==> src/rtl/crc4_pkg.sv <==
package crc4_pkg;

    localparam int CRC_W   = 4;
    localparam int N_CBITS = 4;
    // Low terms of x^4 + x + 1 (the x^4 term is the shift-out)
    localparam logic [CRC_W-1:0] POLY_LOW = 4'b0011;

    typedef logic [CRC_W-1:0] crc_t;

    // Working state of the CRC and compare stage
    typedef struct packed {
        crc_t       crc;      // running remainder of current submultiframe
        crc_t       held;     // finished remainder of previous submultiframe
        logic       held_ok;  // held covers one complete submultiframe
        logic       seen;     // a submultiframe boundary has been passed
        logic [2:0] rx;       // C1..C3 received so far
    } calc_state_t;

    typedef enum logic [1:0] {
        CNT_KEEP,
        CNT_INC,
        CNT_ZERO,
        CNT_ONE
    } cnt_op_t;

    // One serial step of the CRC-4 division, MSB first
    function automatic crc_t crc4_step(crc_t c, logic d);
        logic fb;
        fb = d ^ c[CRC_W-1];
        return {c[CRC_W-2:0], 1'b0} ^ (fb ? POLY_LOW : '0);
    endfunction

endpackage

==> src/rtl/crc4_calc_hold.sv <==
module crc4_calc_hold (
    input  logic       clk,
    input  logic       rst,
    input  logic       act,
    input  logic       bit_valid,
    input  logic       bit_in,
    input  logic       smf_start,
    input  logic       cbit_pos,
    input  logic [1:0] cbit_idx,
    input  logic       cbit_last,
    output logic       mismatch
);
    import crc4_pkg::*;

    calc_state_t st_q, st_d;
    logic        din;

    assign din = cbit_pos ? 1'b0 : bit_in;

    always_comb begin
        st_d = st_q;
        if (!act) begin
            st_d = '0;
        end else if (bit_valid) begin
            if (smf_start) begin
                st_d.held    = st_q.crc;
                st_d.held_ok = st_q.seen;
                st_d.seen    = 1'b1;
                st_d.crc     = crc4_step('0, din);
            end else begin
                st_d.crc     = crc4_step(st_q.crc, din);
            end
            if (cbit_pos && !cbit_last) begin
                st_d.rx[2'd2 - cbit_idx] = bit_in;
            end
        end
    end

    always_ff @(posedge clk) begin
        if (rst) st_q <= '0;
        else     st_q <= st_d;
    end

    // Compare on arrival of C4, against the previous submultiframe's result
    assign mismatch = act && bit_valid && cbit_pos && cbit_last
                      && st_q.held_ok
                      && (st_q.held != {st_q.rx, bit_in});

endmodule

==> config.mk <==
export PLATFORM = sky130hd
export DESIGN_NAME = crc4_calc_hold
export DESIGN_NICKNAME = d
export VERILOG_FILES = /design/src/rtl/crc4_pkg.sv /design/src/rtl/crc4_calc_hold.sv
export SDC_FILE = /design/constraint.sdc
export NUM_CORES = 1
export LEC_CHECK = 0
export BUFFER_PORTS_ARGS = -buffer_cell sky130_fd_sc_hd__buf_2
export CORE_AREA = 4 4 41 43
export CTS_CLUSTER_DIAMETER = 80
export DETAILED_ROUTE_END_ITERATION = 6
export DIE_AREA = 0 0 45 47
export PLACE_DENSITY = 0.78
export SYNTH_ARGS = -nofsm -noshare
export SYNTH_HDL_FRONTEND = slang
export SYNTH_SLANG_ARGS = --single-unit
==> constraint.sdc <==
create_clock -name clk -period 1.11 [get_ports clk]
set_clock_uncertainty 0.05 [all_clocks]
set_input_delay 0.111 -clock clk [delete_from_list [all_inputs] [get_ports clk]]
set_output_delay 0.111 -clock clk [all_outputs]
set_load 0.05 [all_outputs]
==> results.toml, run 1 <==
[clock_network]
cts_max_level = 1
numCtsBuffers = 3
cts_max_path_buffers = 2
holdBufCountCts = 0
cts_root_buf = "clkbuf_4"
clock_latency_ns = 0.27
cts_setup_buffers = 0
cts_tree = "done"
clk_pin_slew_ns = 0.07
cts_sinks = 13

[synthesis]
avgSynthCellArea_um2 = 8.80
syn_inst = 68
ys_ff_latch = 13
synth_cell_types = 19
ys_warn_count = 0
syn_nets = 78
ys_seq_area_frac = 0.435
syn_area_um2 = 598

[global_routing]
grt_pass1_wl_um = 1810
antenna_found_initial = 0
grt_max_degree = 16
gr-usage-all-layers = 0.123
first_global_vias = 434
gr-total-overflow = 0

[detailed_routing]
wire_per_inst_um = 11.8
drc = 0
viasPerCell = 5.21
vias = 505
drtAntennaViolNets = 0
drtIter0Drc = 9
first_pass_iters = 4
wl_um = 1150

[pwr]
ir_drop_uv = 453
intPower_mw = 0.652
p_switching_mw = 0.201
total_power_mw = 0.853
p_sw_frac = 0.236
p_leak_nw = 0.279
p_comb_frac = 0.109
power_frac_clock = 0.333
seqPwrFrac = 0.558
powerDensity_nw_per_um2 = 1130

[status]
failed_checks = "negative setup slack"
status = "finished with violations"

[floorplanning]
ios = 11
die_h_um = 47
dieArea_um2 = 2120
die_w_um = 45
initial_core_util = 0.460
core_um2 = 1300
row_count = 13

[sta]
setup_tns_ns = -0.359
clock.fmax_mhz = 681
maxSlewHeadroom = 0.675
fin_ws_ns = -0.359
final-max-slew-violation-count = 0
fin_crit_ns = 1.47
min_period_over_period = 1.32
hold_viol = 0
rsz0062_at_grt = "yes"
setup_violations = 1
worst_pin_slew_ns = 0.487

[setup_path]
cp_cell_sequence = "xor2_1 -> nor4_4 -> nor3_4 -> buf_6"
worst_path_largest_cell_delay_ns = 0.33
worst-path-max-fanout = 2
crit_path_top_delay_cell = "dfxtp_2"
cp.arrival_ns = 1.31
crit_type = "register to primary output"
cp_data_required_time_ns = 0.95
start_kind = "register"
endpoint_kind = "primary output"

[hold_path]
min_path_type = "primary input to register"

[cells_and_area]
top_regs = "st_q: 13 flops"
antenna_cells = 0
largest_reg_flops = 13
instances_no_fill = 97
drive_gt1_frac = 0.378
largest-register = "st_q"
mostFrequentLayoutCells = "9 x buf_2, 9 x dfxtp_2, 8 x a21oi_1"
areaGrowthSynthToFinish_pct = 26.4
layout.nets = 93

[place]
dp_hpwl_um = 884
dpl_worst_slack_ns = -0.167
numPlacedInstances = 93
place_congestion = 0.753
port_buffers = 10

[job]
maxCapViolations = 0
[cells in the mapped netlist]
cell,instances,share of area
dfxtp_1,13,0.44
a21oi_1,8,0.067
nor2_1,7,0.044
nand2_1,6,0.038
nand3_1,6,0.050
xor2_1,4,0.059
mux2i_1,3,0.050
nand2b_1,3,0.031
xnor2_1,3,0.044
a211oi_1,2,0.025
clkbuf_1,2,0.013
nand3b_1,2,0.025
nor4_1,2,0.021
nor4b_2,2,0.050
and2b_1,1,0.013
buf_1,1,0.0063
nand2_2,1,0.010
nor2b_1,1,0.010
nor3_1,1,0.0084
[cells by family after synthesis]
logic type             Yosys count  synth area share
AO/OA/AOI/OAI                   10            0.0920
XOR/XNOR                         7             0.103
buffers and inverters            3            0.0188
flip-flops                      13             0.435
multiplexers                     3            0.0502
AND/OR/NAND/NOR                 32             0.301
[power groups by stage]
stage	sequential [mW]	combinational, mW	clock, mW
floorplan	0.485	0.0499	0
global placement	0.486	0.0877	0
detailed placement	0.486	0.0896	0
CTS	0.475	0.0932	0.296
global route	0.477	0.101	0.312
finish	0.476	0.0932	0.284
[cell type report]
type,count,area [um^2]
multi-input combinational,52,360
tap,15,18.8
fill,132,546
clock buffer,4,26.3
timing repair buffer,13,78.8
sequential,13,272
[metrics by stage]
step                      area [um^2]  hold slack (ns)   util
after floorplan                   623            0.208      -
after global placement            703            0.395  0.540
after detailed placement          703            0.402  0.540
after CTS                         753            0.117  0.579
after global routing              756            0.138  0.581
final                             756            0.134  0.581
[worst max-delay path, delay by kind of cell (launching register included)]
| family | cells | cell delay (ns) |
|---|---|---|
| xor gates and xnor gates | 1 | 0.17 |
| buffers and inverters | 1 | 0.15 |
| DFF | 1 | 0.33 |
| and+or+nand+nor | 2 | 0.39 |
[path summary, 6_finish.rpt]
check	from	to	slack (ns)	depth (start not counted)
min	smf_start	st_q[8]	0.13	3
min reg2reg	st_q[4]	st_q[4]	0.41	2
max reg2reg	st_q[9]	st_q[10]	0.06	4
max	st_q[6]	mismatch	-0.36	4
[timing repair]
| action | 4_1_cts | 5_1_grt |
|---|---|---|
| gates resized for setup | 5 | 2 |
| endpoints found under the setup margin | 1 | 2 |
| pin swaps | 2 | 1 |
[routing by layer]
layer  GRT usage  vias to the layer above  routed length [um]
met5           0                        -                   0
met4      0.0877                        0                   5
met3      0.0230                        2                  78
met2       0.178                       16                 531
met1       0.164                      224                 533
li1            -                      263                   -
Power figures use the tool's default switching activity.
==> run 2: changes to the inputs <==
Settings changed: CORE_AREA 4 4 41 43 to 2 2 39 41, DIE_AREA 0 0 45 47 to 0 0 41 43.
Clock period 1.11 ns to 1.53 ns, I/O delays scaled along.
==> results.toml, run 2 (synthesis results as in run 1) <==
[sta]
hold_viol = 0
fin_ws_ns = 0.0398
clock.fmax_mhz = 671
timing.hold.ws_ns = 0.128
maxSlewHeadroom = 0.670
setup_tns_ns = 0
final-max-slew-violation-count = 0
worst_pin_slew_ns = 0.495
setup_violations = 0
rsz0062_at_grt = "yes"
min_period_over_period = 0.974
fin_crit_ns = 1.49

[place]
dpl_cell_area_um2 = 662
place_congestion = 0.751
dpl_worst_slack_ns = 0.229
numPlacedInstances = 91
dp_hpwl_um = 815
port_buffers = 10

[hold_path]
hold_start = "bit_in"
hold_end = "st_q[1]"
whs_path_depth = 3
min_path_type = "primary input to register"

[job]
maxCapViolations = 0

[clock_network]
cts_root_buf = "clkbuf_4"
cts_max_level = 1
clock_latency_ns = 0.28
cts_sinks = 13
numCtsBuffers = 3
cts_max_path_buffers = 2
clk_pin_slew_ns = 0.08
cts_tree = "done"

[pwr]
p_switching_mw = 0.160
power_frac_clock = 0.354
seqPwrFrac = 0.554
p_sw_frac = 0.257
p_leak_nw = 0.252
powerDensity_nw_per_um2 = 886
p_comb_frac = 0.093
total_power_mw = 0.623
intPower_mw = 0.463
ir_drop_uv = 611

[floorplanning]
ios = 11
dieArea_um2 = 1760
die_w_um = 41
core_um2 = 1380
initial_core_util = 0.432
row_count = 14
die_h_um = 43

[setup_path]
start_kind = "register"
crit_path_top_delay_cell = "dfxtp_2"
cp_data_required_time_ns = 1.33
endpoint_kind = "primary output"
timing.rr.end = "st_q[10]"
worst-path-max-fanout = 2
worst_path_largest_cell_delay_ns = 0.33
cp_cell_sequence = "xor2_1 -> nor4_2 -> nor3_2 -> buf_6"
r2r_slack_ns = 0.45
crit_type = "register to primary output"
worstReg2RegStart = "st_q[9]"
cp.arrival_ns = 1.29
reg2reg_depth = 4

[detailed_routing]
drtAntennaViolNets = 0
wl_um = 1100
wire_per_inst_um = 11.6
vias = 489
first_pass_iters = 4
viasPerCell = 5.15
drc = 0
drtIter0Drc = 4

[global_routing]
grt_max_degree = 17
gr-usage-met1 = 0.184
gr-usage-all-layers = 0.159
antenna_found_initial = 0
grtUsageMet3 = 0.0942
gr-total-overflow = 0
grt_pass1_wl_um = 1810
grt_use_met2 = 0.231
first_global_vias = 457
grt.busiest_layer = "met2"

[cells_and_area]
fillCellCount = 140
design_area_um2 = 703
mostFrequentLayoutCells = "12 x dfxtp_1, 9 x buf_2, 8 x a21oi_1"
layout_commonest_cell = "dfxtp_1"
largest-register = "st_q"
largest_reg_flops = 13
antenna_cells = 0
drive_gt1_frac = 0.253
areaGrowthSynthToFinish_pct = 17.6
instances_no_fill = 95
post-route-util = 0.508
top_regs = "st_q: 13 flops"
layout.nets = 90

[status]
status = "complete, no violations"
run 2: worst max-delay path by stage:
| stage | start | endpoint | slack, ns | cells past startpoint |
|---|---|---|---|---|
| floorplan | st_q[7] | mismatch | 0.12 | 3 |
| global placement | st_q[1] | mismatch | 0.20 | 4 |
| detailed placement | st_q[1] | mismatch | 0.23 | 4 |
| CTS | st_q[0] | mismatch | 0.009 | 4 |
| global route | st_q[1] | mismatch | -0.05 | 4 |
| finish | st_q[1] | mismatch | 0.04 | 4 |
run 2: area by class of cell:
cell class	instances	area, um^2	share of cell area
clock buffer	3	22.5	0.0320
clock inverter	1	5.00	0.00712
multi-input combinational	52	338	0.480
sequential	13	262	0.372
tap	16	20.0	0.0285
timing repair buffer	10	56.3	0.0801
run 2: timing repair:
action,CTS,global route
pin swaps,2,1
hold buffers,0,0
resized for setup,3,1
setup endpoints to repair,1,1
setup buffers,0,0
run 2: layer usage:
layer  vias to the layer above  wire [um]
li1                        257          -
met1                       216        515
met2                        14        490
met3                         2         83
met4                         0         10
met5                         -          0
run 2: critical path, delay by kind of cell (launching register included):
kind          cells  cell delay [ns]
simple gates      2             0.37
flops             1             0.33
xor+xnor          1             0.16
buf+inv           1             0.15
run 2: power by group through the flow:
stage | Combinational, mW | Clock [mW] | Sequential, mW
final | 0.0579 | 0.220 | 0.345
after global routing | 0.0648 | 0.241 | 0.346
after CTS | 0.0586 | 0.230 | 0.345
after detailed placement | 0.0571 | 0 | 0.353
after global placement | 0.0553 | 0 | 0.353
after floorplan | 0.0340 | 0 | 0.352
==> run 3: changes to the inputs <==
==> constraint.sdc (replaced) <==
create_clock -name clk -period 1.53 [get_ports clk]
set_clock_uncertainty 0.05 [all_clocks]
set_input_delay 0.306 -clock clk [delete_from_list [all_inputs] [get_ports clk]]
set_output_delay 0.306 -clock clk [all_outputs]
set_load 0.05 [all_outputs]
==> results.toml, run 3 (synthesis results as in run 1) <==
[setup_path]
endpoint = "mismatch"
endpoint_kind = "primary output"
crit_path_top_delay_cell = "dfxtp_2"
worstReg2RegStart = "st_q[12]"
cp_cell_sequence = "xor2_1 -> nor4_1 -> buf_4 -> nor3_4 -> buf_6"
r2r_slack_ns = 0.46
timing.rr.end = "st_q[10]"
start_kind = "register"
worst-path-max-fanout = 2
critPathBufInv = 2
crit_type = "register to primary output"
cp.arrival_ns = 1.47
cp.depth = 5
worst_path_largest_cell_delay_ns = 0.34
startpoint = "st_q[1]"
critPathTopFamily = "simple AND/OR/NAND/NOR gates"
cp_data_required_time_ns = 1.17
reg2reg_depth = 4

[pwr]
total_power_mw = 0.631
ir_drop_uv = 505
power_frac_clock = 0.349
p_comb_frac = 0.104
powerDensity_nw_per_um2 = 868
intPower_mw = 0.467
p_sw_frac = 0.259
seqPwrFrac = 0.547
p_switching_mw = 0.164
p_leak_nw = 0.273

[sta]
final-max-slew-violation-count = 0
worst_pin_slew_ns = 0.498
fin_ws_ns = -0.300
setup_violations = 1
rsz0062_at_grt = "yes"
min_period_over_period = 1.20
timing.hold.ws_ns = 0.320
maxSlewHeadroom = 0.668
fin_crit_ns = 1.83
clock.fmax_mhz = 546
hold_viol = 0

[detailed_routing]
top_layer_used = "met3"
dr_wl_met3_um = 52
vias = 508
wire_per_inst_um = 12.8
met2WireLength_um = 624
drtIter0Drc = 4
wl_met1_um = 577
drc = 0
viasPerCell = 5.18
first_pass_iters = 4
drtAntennaViolNets = 0
wl_um = 1250

[hold_path]
whs_path_depth = 3
min_path_type = "primary input to register"

[cells_and_area]
largest_reg_flops = 13
layout.nets = 93
drive_gt1_frac = 0.280
mostFrequentLayoutCells = "11 x dfxtp_1, 9 x buf_2, 8 x a21oi_1"
design_area_um2 = 727
layout_commonest_cell = "dfxtp_1"
areaGrowthSynthToFinish_pct = 21.5
instances_no_fill = 98
largest-register = "st_q"
antenna_cells = 0
top_regs = "st_q: 13 flops"

[clock_network]
holdBufCountCts = 0
cts_tree = "done"
cts_max_path_buffers = 2
numCtsBuffers = 3
cts_root_buf = "clkbuf_4"
clock_latency_ns = 0.28
clk_pin_slew_ns = 0.09
cts_max_level = 1
cts_sinks = 13
cts_setup_buffers = 0

[place]
dpl_cell_area_um2 = 691
numPlacedInstances = 94
place_congestion = 0.777
port_buffers = 10
dp_hpwl_um = 881

[global_routing]
grt_pass1_wl_um = 1820
antenna_found_initial = 0
grt_max_degree = 16
gr-total-overflow = 0
first_global_vias = 454
gr-usage-all-layers = 0.156

[floorplanning]
core_um2 = 1380
dieArea_um2 = 1760
ios = 11
die_h_um = 43
initial_core_util = 0.432
die_w_um = 41
row_count = 14

[status]
status = "finished with violations"
failed_checks = "negative setup slack"

[job]
maxCapViolations = 0
run 3: cell types whose count changed in the layout (fill, tap and decap cells not counted), sizes merged:
cell and change:
buf +3
run 3: worst min-delay path, stage by stage:
cell	delay [ns]
buf_2	0.16
nand3_1	0.09
a21oi_1	0.05
run 3: how the worst min path moves through the flow:
stage                          from  endpoint  slack [ns]
final                     smf_start   st_q[5]        0.32
after global routing      smf_start   st_q[4]        0.32
after CTS                 smf_start   st_q[5]        0.32
after detailed placement    st_q[4]   st_q[4]        0.41
after global placement      st_q[3]   st_q[3]        0.40
after floorplan             st_q[4]   st_q[4]        0.39
run 3: stage by stage:
stage | setup slack, ns | setup TNS, ns | utilization
after global routing | -0.343 | -0.343 | 0.525
after detailed placement | -0.0518 | -0.0518 | 0.499
final | -0.300 | -0.300 | 0.525
after floorplan | 0.119 | 0 | -
after global placement | -0.0243 | -0.0243 | 0.499
after CTS | -0.298 | -0.298 | 0.524
run 3: per-layer routing:
| layer | up-vias | track usage |
|---|---|---|
| met2 | 11 | 0.272 |
| li1 | 263 | - |
| met1 | 234 | 0.172 |
| met4 | 0 | 0.0400 |
| met3 | 0 | 0.0471 |
| met5 | - | 0 |
run 3: power by group through the flow:
stage | logic, mW | registers [mW] | clock network, mW
floorplan | 0.0352 | 0.352 | 0
global placement | 0.0621 | 0.353 | 0
detailed placement | 0.0646 | 0.353 | 0
CTS | 0.0654 | 0.345 | 0.226
global route | 0.0723 | 0.346 | 0.240
finish | 0.0657 | 0.345 | 0.220
run 3: cell type report:
cell class	instances	area, um^2
sequential	13	263
fill	131	657
tap	16	20.0
timing repair buffer	13	78.8
multi-input combinational	52	338
clock inverter	1	5.00
clock buffer	3	22.5
run 3: timing repair:
item | in CTS | in global routing
resized for setup | 3 | 1
pin swaps | 2 | 1
hold endpoints to repair | 0 | 0
cloned | 0 | 0
setup endpoints to repair | 1 | 1
